## config.mk

```make
export PLATFORM = sky130hd
export DESIGN_NAME = xlink_tx
export DESIGN_NICKNAME = d
export VERILOG_FILES = /design/src/rtl/xlink_pkg.sv /design/src/rtl/xlink_edge.sv /design/src/rtl/xlink_span.sv /design/src/rtl/xlink_fsm.sv /design/src/rtl/xlink_tx.sv
export SDC_FILE = /design/constraint.sdc
export NUM_CORES = 1
export LEC_CHECK = 0
export ABC_AREA = 0
export BUFFER_PORTS_ARGS = -buffer_cell sky130_fd_sc_hd__buf_2
export CAP_MARGIN = 20
export CELL_PAD_IN_SITES_DETAIL_PLACEMENT = 1
export CELL_PAD_IN_SITES_GLOBAL_PLACEMENT = 1
export CORE_ASPECT_RATIO = 0.8
export CORE_MARGIN = 10
export CORE_UTILIZATION = 41
export CTS_CLUSTER_DIAMETER = 150
export DETAILED_ROUTE_END_ITERATION = 8
export GPL_TIMING_DRIVEN = 0
export PLACE_DENSITY = 0.86
export SLEW_MARGIN = 20
export SYNTH_ARGS = -nofsm -noshare
export SYNTH_HDL_FRONTEND = slang
export SYNTH_SLANG_ARGS = --single-unit
```

## constraint.sdc

```tcl
create_clock -name clk -period 3.1 [get_ports clk]
set_input_delay 0.62 -clock clk [delete_from_list [all_inputs] [get_ports clk]]
set_output_delay 0.62 -clock clk [all_outputs]
set_load 0.01 [all_outputs]
```

## src/rtl/xlink_pkg.sv

```systemverilog
package xlink_pkg;
    typedef enum logic [2:0] {
        ST_IDLE,
        ST_WAIT_EN,
        ST_LOAD,
        ST_SETUP,
        ST_STROBE
    } xl_state_e;

    typedef enum logic {
        XM_DATA = 1'b0,
        XM_CMD  = 1'b1
    } xl_mode_e;
endpackage

```

## src/rtl/xlink_edge.sv

```systemverilog
module xlink_edge (
    input  logic clk,
    input  logic rst_n,
    input  logic sig_i,
    output logic rise_o
);
    logic sig_q;

    // Reset value of one: a level already high out of reset is not an edge.
    always_ff @(posedge clk or negedge rst_n) begin
        if (!rst_n) sig_q <= 1'b1;
        else        sig_q <= sig_i;
    end

    assign rise_o = sig_i & ~sig_q;
endmodule

```

## src/rtl/xlink_span.sv

```systemverilog
module xlink_span #(
    parameter int CNT_W = 16
) (
    input  logic             clk,
    input  logic             rst_n,
    input  logic             clr_i,
    input  logic             en_i,
    input  logic [CNT_W-1:0] limit_i,
    output logic             hit_o
);
    logic [CNT_W-1:0] cnt_q;

    always_ff @(posedge clk or negedge rst_n) begin
        if (!rst_n)                 cnt_q <= '0;
        else if (clr_i)             cnt_q <= '0;
        else if (en_i && !hit_o)    cnt_q <= cnt_q + 1'b1;
    end

    assign hit_o = en_i && (cnt_q >= limit_i);

    // Limit is latched at start, so the counter never runs past it.
    assert_span_bound_R2: assert property (@(posedge clk) disable iff (!rst_n)
        (en_i && !clr_i) |-> (cnt_q <= limit_i));
endmodule

```

## src/rtl/xlink_fsm.sv

```systemverilog
module xlink_fsm
    import xlink_pkg::*;
#(
    parameter int DATA_W = 36,
    parameter int LEN_W  = 12,
    parameter int SET_W  = 8,
    parameter int TMO_W  = 16
) (
    input  logic              clk,
    input  logic              rst_n,
    input  logic              start_i,
    input  logic              mode_i,
    input  logic              force_i,
    input  logic [LEN_W-1:0]  len_i,
    input  logic [SET_W-1:0]  setup_i,
    input  logic [TMO_W-1:0]  timeout_i,
    input  logic [DATA_W-1:0] src_word_i,
    input  logic              remote_en_i,
    input  logic              resume_rise_i,
    input  logic              setup_hit_i,
    input  logic              tmo_hit_i,
    output logic              setup_clr_o,
    output logic              setup_en_o,
    output logic [SET_W-1:0]  setup_lim_o,
    output logic              tmo_clr_o,
    output logic              tmo_en_o,
    output logic [TMO_W-1:0]  tmo_lim_o,
    output logic              src_take_o,
    output logic [DATA_W-1:0] data_o,
    output logic              ready_o,
    output logic              fack_o,
    output logic              tmo_irq_o,
    output logic              done_o,
    output logic              busy_o
);
    xl_state_e         state_q, state_d;
    xl_mode_e          mode_q;
    logic              force_q;
    logic [LEN_W-1:0]  rem_q;
    logic [SET_W-1:0]  setup_q;
    logic [TMO_W-1:0]  tmo_q;
    logic [DATA_W-1:0] data_q;
    logic              done_q, irq_q;
    logic              go, fin, expire;
    xl_state_e         next_word;

    assign go        = (state_q == ST_IDLE) && start_i && (len_i != '0);
    assign fin       = (state_q == ST_STROBE) && resume_rise_i && (rem_q == LEN_W'(1));
    assign expire    = (state_q == ST_STROBE) && !resume_rise_i && tmo_hit_i;
    assign next_word = (mode_q == XM_CMD && !force_q) ? ST_WAIT_EN : ST_LOAD;

    // Next-state logic
    always_comb begin
        state_d = state_q;
        unique case (state_q)
            ST_IDLE: begin
                if (go) state_d = (mode_i && !force_i) ? ST_WAIT_EN : ST_LOAD;
            end
            ST_WAIT_EN: begin
                if (remote_en_i) state_d = ST_LOAD;
            end
            ST_LOAD: begin
                state_d = ST_SETUP;
            end
            ST_SETUP: begin
                if (setup_hit_i) state_d = ST_STROBE;
            end
            ST_STROBE: begin
                if (resume_rise_i)  state_d = fin ? ST_IDLE : next_word;
                else if (tmo_hit_i) state_d = ST_IDLE;
            end
            default: state_d = ST_IDLE;
        endcase
    end

    // State register
    always_ff @(posedge clk or negedge rst_n) begin
        if (!rst_n) state_q <= ST_IDLE;
        else        state_q <= state_d;
    end

    // Run context, output word and event pulses
    always_ff @(posedge clk or negedge rst_n) begin
        if (!rst_n) begin
            mode_q  <= XM_DATA;
            force_q <= 1'b0;
            rem_q   <= '0;
            setup_q <= '0;
            tmo_q   <= '0;
            data_q  <= '0;
            done_q  <= 1'b0;
            irq_q   <= 1'b0;
        end else begin
            done_q <= fin;
            irq_q  <= expire;
            if (go) begin
                mode_q  <= xl_mode_e'(mode_i);
                force_q <= force_i;
                rem_q   <= len_i;
                setup_q <= setup_i;
                tmo_q   <= timeout_i;
            end
            if (state_q == ST_LOAD) data_q <= src_word_i;
            if (state_q == ST_STROBE && resume_rise_i) rem_q <= rem_q - 1'b1;
        end
    end

    // Outputs decoded from state
    always_comb begin
        ready_o     = (state_q == ST_STROBE) && (mode_q == XM_DATA);
        fack_o      = (state_q == ST_STROBE) && (mode_q == XM_CMD);
        src_take_o  = (state_q == ST_LOAD);
        busy_o      = (state_q != ST_IDLE);
        setup_clr_o = (state_q == ST_LOAD);
        setup_en_o  = (state_q == ST_SETUP);
        tmo_clr_o   = (state_q != ST_STROBE);
        tmo_en_o    = (state_q == ST_STROBE);
        setup_lim_o = setup_q;
        tmo_lim_o   = tmo_q;
        data_o      = data_q;
        done_o      = done_q;
        tmo_irq_o   = irq_q;
    end

    assert_drop_on_resume_R3: assert property (@(posedge clk) disable iff (!rst_n)
        (state_q == ST_STROBE && resume_rise_i) |=> (!ready_o && !fack_o));

    assert_wait_enable_R5: assert property (@(posedge clk) disable iff (!rst_n)
        (state_q == ST_WAIT_EN && !remote_en_i) |=> (state_q == ST_WAIT_EN));

    assert_forced_skip_R6: assert property (@(posedge clk) disable iff (!rst_n)
        (state_q == ST_IDLE && start_i && len_i != '0 && mode_i && force_i) |=> (state_q == ST_LOAD));

    assert_start_ignored_R9: assert property (@(posedge clk) disable iff (!rst_n)
        (busy_o && start_i) |=> ($stable(mode_q) && $stable(force_q)));

    assert_zero_len_R10: assert property (@(posedge clk) disable iff (!rst_n)
        (state_q == ST_IDLE && start_i && len_i == '0) |=> (state_q == ST_IDLE));
endmodule

```

## src/rtl/xlink_tx.sv

```systemverilog
module xlink_tx
    import xlink_pkg::*;
#(
    parameter int DATA_W = 36,
    parameter int LEN_W  = 12,
    parameter int SET_W  = 8,
    parameter int TMO_W  = 16
) (
    input  logic              clk,
    input  logic              rst_n,
    input  logic              start_i,
    input  logic              mode_i,
    input  logic              force_i,
    input  logic [LEN_W-1:0]  len_i,
    input  logic [SET_W-1:0]  setup_i,
    input  logic [TMO_W-1:0]  timeout_i,
    input  logic [DATA_W-1:0] src_word_i,
    output logic              src_take_o,
    output logic [DATA_W-1:0] data_o,
    output logic              ready_o,
    output logic              fack_o,
    input  logic              resume_i,
    input  logic              remote_en_i,
    output logic              tmo_irq_o,
    output logic              done_o,
    output logic              busy_o
);
    logic             resume_rise;
    logic             setup_clr, setup_en, setup_hit;
    logic             tmo_clr, tmo_en, tmo_hit;
    logic [SET_W-1:0] setup_lim;
    logic [TMO_W-1:0] tmo_lim;

    xlink_edge u_resume_edge (
        .clk    (clk),
        .rst_n  (rst_n),
        .sig_i  (resume_i),
        .rise_o (resume_rise)
    );

    xlink_span #(.CNT_W(SET_W)) u_setup_span (
        .clk     (clk),
        .rst_n   (rst_n),
        .clr_i   (setup_clr),
        .en_i    (setup_en),
        .limit_i (setup_lim),
        .hit_o   (setup_hit)
    );

    xlink_span #(.CNT_W(TMO_W)) u_guard_span (
        .clk     (clk),
        .rst_n   (rst_n),
        .clr_i   (tmo_clr),
        .en_i    (tmo_en),
        .limit_i (tmo_lim),
        .hit_o   (tmo_hit)
    );

    xlink_fsm #(
        .DATA_W (DATA_W),
        .LEN_W  (LEN_W),
        .SET_W  (SET_W),
        .TMO_W  (TMO_W)
    ) u_fsm (
        .clk           (clk),
        .rst_n         (rst_n),
        .start_i       (start_i),
        .mode_i        (mode_i),
        .force_i       (force_i),
        .len_i         (len_i),
        .setup_i       (setup_i),
        .timeout_i     (timeout_i),
        .src_word_i    (src_word_i),
        .remote_en_i   (remote_en_i),
        .resume_rise_i (resume_rise),
        .setup_hit_i   (setup_hit),
        .tmo_hit_i     (tmo_hit),
        .setup_clr_o   (setup_clr),
        .setup_en_o    (setup_en),
        .setup_lim_o   (setup_lim),
        .tmo_clr_o     (tmo_clr),
        .tmo_en_o      (tmo_en),
        .tmo_lim_o     (tmo_lim),
        .src_take_o    (src_take_o),
        .data_o        (data_o),
        .ready_o       (ready_o),
        .fack_o        (fack_o),
        .tmo_irq_o     (tmo_irq_o),
        .done_o        (done_o),
        .busy_o        (busy_o)
    );

    assert_data_stable_R3: assert property (@(posedge clk) disable iff (!rst_n)
        (ready_o || fack_o) |-> $stable(data_o));

    // A resume level that was already high is not a new edge: the strobe stays up unless it times out.
    assert_rearm_R4: assert property (@(posedge clk) disable iff (!rst_n)
        ((ready_o || fack_o) && resume_i && $past(resume_i) && $past(ready_o || fack_o))
        |=> ((ready_o || fack_o) || tmo_irq_o));

    assert_done_quiet_R7: assert property (@(posedge clk) disable iff (!rst_n)
        done_o |-> (!busy_o && !tmo_irq_o && !ready_o && !fack_o));

    assert_tmo_pulse_R8: assert property (@(posedge clk) disable iff (!rst_n)
        tmo_irq_o |-> (!busy_o && !ready_o && !fack_o));
endmodule

```

==> results of run 1 <==
## logic make-up (layout without fill, tap and decap cells)
kind of cell	count (synthesis)	count (layout)	share of synthesized area (%)
buffers and inverters	51	188	4.06
AO/OA/AOI/OAI	95	95	11.6
XOR/XNOR	7	7	1.20
AND/OR/NAND/NOR	165	165	16.7
flip-flops	104	104	51.2
multiplexers	38	38	8.38
adder cells (fa/ha/maj)	28	28	6.88
## cells in the final DEF (no fill, tap or decap), drive strengths merged, types with 5 or more instances in the layout
cell type and count:
ha 28, o21ai 34, nor4 5, or3 11
nand2 59, inv 34, nand4 10, a21oi 25
nor2 24, clkbuf 24, nor3 10, nand2b 7
nand3 13, buf 126, mux2 37, o211ai 5
o31ai 9, dfrtp 103, or4 11
## report_power, final
part | leakage (nW) | switching, mW | internal [mW]
logic | 1.42 | 1.13 | 0.924
clock network | 0.136 | 0.534 | 0.576
registers | 1.29 | 0.293 | 1.87
## final cells by class
type | count | area (µm²) | area share, %
plain buffers | 19 | 86.3 | 1.39
clock buffers | 10 | 239 | 3.85
clock inverters | 6 | 50.0 | 0.807
inverters | 32 | 120 | 1.94
multi-input cells | 333 | 2280 | 36.7
flip-flops and latches | 104 | 2600 | 42.0
well taps | 152 | 190 | 3.07
repair buffers | 121 | 634 | 10.2
## worst max-delay path: stages, from the launching register on
cell and delay, ps:
dfrtp_1 370, buf_2 170, nor3b_1 190, clkbuf_1 490, clkbuf_1 450, buf_2 240
## Yosys cell counts, types with 2 or more instances
master,count,share of area (%)
and2_1,3,0.37
o211ai_1,5,0.74
or4_1,11,1.6
and3_1,2,0.25
nor3_1,10,0.98
clkbuf_1,14,1.0
a211oi_1,4,0.59
a21o_1,2,0.29
or3_1,11,1.4
ha_1,28,6.9
xor2_1,3,0.52
nor2_1,23,1.7
nand2_1,59,4.4
o21ai_0,33,3.2
mux2_2,37,8.2
nand4_1,9,1.1
a221o_1,3,0.59
nor4_1,4,0.49
o31ai_1,9,1.3
nand3_1,13,1.3
o21a_1,2,0.29
nand2b_1,7,0.86
o221a_2,2,0.44
buf_2,3,0.29
dfrtp_1,103,51
a31oi_1,2,0.25
o22ai_1,2,0.25
inv_1,32,2.4
and4_1,3,0.52
a21oi_1,24,2.4
xnor2_1,4,0.69
## routing by layer
| metal | wire, µm | GRT usage (%) | vias up | part of all wire (%) |
|---|---|---|---|---|
| met2 | 7860 | 30.7 | 91 | 53 |
| met1 | 5970 | 19.7 | 2192 | 40 |
| li1 | - | - | 1998 | - |
| met4 | 359 | 5.93 | 0 | 2.4 |
| met3 | 656 | 3.78 | 25 | 4.4 |
| met5 | 0 | 0 | - | 0 |
## state kept, by name, indices dropped and copies added, names as in the netlist
signal and count:
u_resume_edge.sig_q 1, u_fsm.setup_lim_o 8, u_fsm.data_o 36, u_fsm.tmo_lim_o 16
u_fsm.rem_q 12, u_setup_span.cnt_q 8, u_guard_span.cnt_q 16, u_fsm.tmo_irq_o 1
u_fsm.mode_q 1, u_fsm.state_q 3, u_fsm.force_q 1, u_fsm.done_o 1
## how the worst max path moves through the flow
stage                      startpoint                     to  slack [ps]  cells past startpoint
2_1_floorplan  u_guard_span.cnt_q[13]  u_guard_span.cnt_q[1]         820                      9
3_3_place_gp                    rst_n         u_fsm.rem_q[4]         280                      1
3_5_place_dp                 len_i[7]    u_fsm.tmo_lim_o[10]         510                      8
4_1_cts              u_fsm.state_q[0]             src_take_o         230                      5
5_1_grt              u_fsm.state_q[0]             src_take_o          90                      5
6_report             u_fsm.state_q[0]             src_take_o         220                      5
## through the flow
| stage | util, % | instances | hold slack (ps) | setup WS [ps] |
|---|---|---|---|---|
| floorplan | - | 488 | 324 | 825 |
| global placement | 48.3 | 760 | 454 | 276 |
| detailed placement | 48.6 | 761 | 477 | 514 |
| CTS | 51.0 | 777 | 179 | 226 |
| global route | 51.0 | 777 | 189 | 92.6 |
| finish | 51.0 | 777 | 166 | 219 |
==> metrics, run 1 <==
H-tree Lvls=3; syn_nets=595; Final Total Pwr=5.33 mW; Post-DP HPWL=11500 µm; RR Endpoint=u_guard_span.cnt_q[11]; Row Count=36; die area=0.0173 mm²; Hold-fix buffers, CTS=0; Placer Congestion=0.811; count of cell types in the netlist=52; first-pass GRT wire length=24000 µm; flops & latches, synth=104; slew margin rel.=57.2%; Worst EP arrival=2260 ps; # DRC=0; Worst Tran Pin Value=636 ps; clk root buf=clkbuf_16; PD cells=859 mW/mm²; # setup viols final=0; number of global-route vias before repair=4786; status=completed; total of max-cap violations=0; final setup TNS=0 ps; Max clock buf depth=2; # IOs=121; Post-DRT Antenna Nets=0; worst r2r src=u_guard_span.cnt_q[13]; Syn Inst Count=488; Worst setup EP type=output pin; Pins Over Slew Limit=0; number of buffers created by CTS=9; final-layout fill cell count=1423; layout cells sized above 1=30.4%; Fin. Hold Viols=0; DR pass1 iterations=4; EDFF count, synth=0; effective utilization at floorplan=41.8%; dpl cell area=0.00591 mm²; register area share after synthesis=51.2%; Min Clock Period, post-route=2880 ps; clk sink count=104; peak supply drop=0.000321 V; core area=0.0122 mm²; fmax=0.347 GHz; Worst Path Max Fanout=10; Final Cycle Share=92.9%; post-DR wirelength/cell=19.1 µm; ANT cells=0; area grow syn2layout=21.9%; FFs w/ async S/R, synth=100%; post-cts gate resize count=0; unrepaired setup endpoints after global routing=false; count of input and output buffers=120; via count=4306; Clk Latency, worst-skew pair=350 ps; Die Ht=120 µm; Cell Area, Synth=0.00509 mm²; crit start category=flop; routed wire length=14900 µm; Reg2Reg Depth=9; Min-Delay Path Class=in -> async; Yosys warning count=0; Overflow after GRT=0; Clock Skews=11.2 ps; fin nets=727; CTS tree=yes; largest net degree at the start of global routing=68; Final Cell Area=0.00620 mm²; CTS clk-pin slew, worst paths=70 ps; DRT iter0 DRCs=211; initial antenna violation count=0; Critical Path RT=2480 ps; leakage=2.85 nW; GRT Util Overall=17.2%; Post-CTS Setup Inserts=0; Die W=145 µm; drt via density=5.54; Avg Inst Size Synth=10.4 µm²; CP Class=reg -> out; setup slack, reg-to-reg=520 ps; top_reg_cell synth=dfrtp_1
Power figures use the tool's default switching activity.
==> inputs of run 2 (changes only) <==
--- a/config.mk
+++ b/config.mk
@@ -13,6 +13,7 @@
 export CORE_ASPECT_RATIO = 0.8
 export CORE_MARGIN = 10
 export CORE_UTILIZATION = 41
+export CTS_BUF_LIST = sky130_fd_sc_hd__clkbuf_16
 export CTS_CLUSTER_DIAMETER = 150
 export DETAILED_ROUTE_END_ITERATION = 8
 export GPL_TIMING_DRIVEN = 0
==> run 2 against run 1 <==
Worst hold slack got worse by 3.7 ps. Critical path type unchanged. Largest cell class unchanged. Combinational power barely moved. Critical endpoint unchanged. Utilization fell by 0.082 points. Clock-buffer cell count fell by 1. Via count fell by 0.77%. Flip-flop and latch count did not move. Fmax barely moved.
==> metrics, run 2 (synthesized netlist as in run 1, its figures left out) <==
Die W=145 µm (unchanged); largest net degree at the start of global routing=68 (unchanged); crit start category=flop; Worst EP arrival=2260 ps (about the same); GR Util met1=19.8% (+0.13 points); most common cell after layout, fill and taps aside=buf_2; Worst Path Max Fanout=10 (unchanged); Fin. Hold Viols=0 (unchanged); ANT cells=0 (unchanged); Top Usage Layer GRT=met2; status=completed; leakage=2.84 nW (-0.20%); drt via density=5.50 (-0.77%); Post-DP HPWL=11500 µm (unchanged); H-tree Lvls=3 (unchanged); Min-Delay Path Class=in -> async; GR Layer Usage met3=3.71% (-0.079 points); fin nets=727 (unchanged); Reg2Reg Depth=9 (unchanged); internal power=3.35 mW (-0.72%); Pins Over Slew Limit=0 (unchanged); Hold-fix buffers, CTS=0 (unchanged); layout cells sized above 1=30.2% (-0.16 points); worst r2r src=u_guard_span.cnt_q[13]; max reg flops=36 (unchanged); count of input and output buffers=120 (unchanged); slew margin rel.=57.2% (about the same); GRT Util Overall=17.2% (+0.043 points); Final Hold Slack=162 ps (-3.72 ps); effective utilization at floorplan=41.8% (unchanged); Max clock buf depth=2 (unchanged); GR Util met2=30.9% (+0.17 points); core area=0.0122 mm² (unchanged); total of max-cap violations=0 (unchanged); Reg power frac=40.8% (about the same); # DRC=0 (unchanged); clk root buf=clkbuf_16; most frequent cells in the layout=122 x buf_2, 103 x dfrtp_1, 59 x nand2_1; fmax=0.347 GHz (about the same); Placer Congestion=0.811 (unchanged); via count=4273 (-0.77%); dpl cell area=0.00591 mm² (unchanged); part of the power in combinational logic=38.7% (+0.2 points); peak supply drop=0.000319 V (-0.56%); DRT iter0 DRCs=218 (+3.3%); CTS tree=yes; Critical Path RT=2480 ps (about the same); P_sw=1.96 mW (+0.21%); Clock Skews=9.78 ps (-1.38 ps); final-layout fill cell count=1430 (+0.49%); Crit path largest cell delay=490 ps (about the same); power share of the clock group=20.4% (-0.4 points); number of global-route vias before repair=4759 (-0.56%); DR pass1 iterations=5 (+1); area grow syn2layout=21.7%; routed wire length=14900 µm (+0.34%); final setup TNS=0 ps (unchanged); Final Cell Area=0.00619 mm² (-0.16%); Row Count=36 (unchanged); Post-DRT Antenna Nets=0 (unchanged); clk sink count=104 (unchanged); PD cells=857 mW/mm² (-0.22%); critical-path cell list=buf_2 -> nor3b_1 -> clkbuf_1 -> clkbuf_1 -> buf_2; post-cts gate resize count=0 (unchanged); Min Clock Period, post-route=2880 ps (+0.162 ps); Final Util=50.9% (-0.082 points); # setup viols final=0 (unchanged); crit path launch=u_fsm.state_q[0]; Overflow after GRT=0 (unchanged); Sw Ratio=36.9% (+0.22 points); CTS clk-pin slew, worst paths=70 ps (about the same); initial antenna violation count=0 (unchanged); die area=0.0173 mm² (unchanged); Post-CTS Setup Inserts=0 (unchanged); Die Ht=120 µm (unchanged); Clk Latency, worst-skew pair=350 ps (about the same); unrepaired setup endpoints after global routing=false; Final Total Pwr=5.31 mW (-0.38%); Worst Tran Pin Value=641 ps (+5.02 ps); Final Cycle Share=92.9% (about the same); Slowest-stage cell, CP=clkbuf_1; first-pass GRT wire length=24000 µm (+0.12%); # IOs=121 (unchanged); Worst setup EP type=output pin; post-DR wirelength/cell=19.2 µm (+0.34%); number of buffers created by CTS=9 (unchanged); CP Class=reg -> out
-- run 2: cell types whose count changed in the layout (fill, tap and decap cells not counted) --
cell,delta
clkinv_1,+1
clkbuf_8,-1
-- run 2: path summary, 6_finish.rpt --
check	to	slack [ps]
max	src_take_o	220
min	u_fsm.data_o[16]	160
max reg2reg	u_guard_span.cnt_q[11]	500
min reg2reg	u_fsm.rem_q[6]	480
max in group asynchronous	u_resume_edge.sig_q	2220
min in group clk	u_resume_edge.sig_q	380
-- run 2: metal layers --
metal / vias up / part of all wire, %
li1: 1992 / -
met1: 2174 / 40
met2: 84 / 53
met3: 23 / 4.2
met4: 0 / 2.2
met5: - / 0
-- run 2: power groups by stage --
stage	Combinational (mW)	Sequential, mW	Clock, mW
after floorplan	1.21	2.25	0
after global placement	1.94	2.15	0
after detailed placement	2.07	2.19	0
after CTS	2.09	2.17	1.11
after global routing	2.28	2.25	1.15
final	2.06	2.17	1.08
-- run 2: worst max-delay path: cells and delay by family, from the launching register on --
kind	cells	cell delay, ps
buffers and inverters	4	1360
DFF	1	370
and+or+nand+nor	1	190
-- run 2: layout make-up --
| type | instances | area [µm²] | share of cell area, % |
|---|---|---|---|
| clock buffer | 9 | 225 | 3.64 |
| buffer | 19 | 86.3 | 1.39 |
| multi-input combinational | 333 | 2280 | 36.8 |
| sequential | 104 | 2600 | 42.0 |
| clock inverter | 7 | 53.8 | 0.869 |
| timing repair buffer | 121 | 634 | 10.2 |
| tap | 152 | 190 | 3.07 |
| inverter | 32 | 120 | 1.94 |
-- run 2: metrics by stage --
step                      setup WS (ps)  instances
after floorplan                     825        488
after CTS                           226        777
after detailed placement            514        761
after global routing               91.9        777
final                               219        777
after global placement              276        760
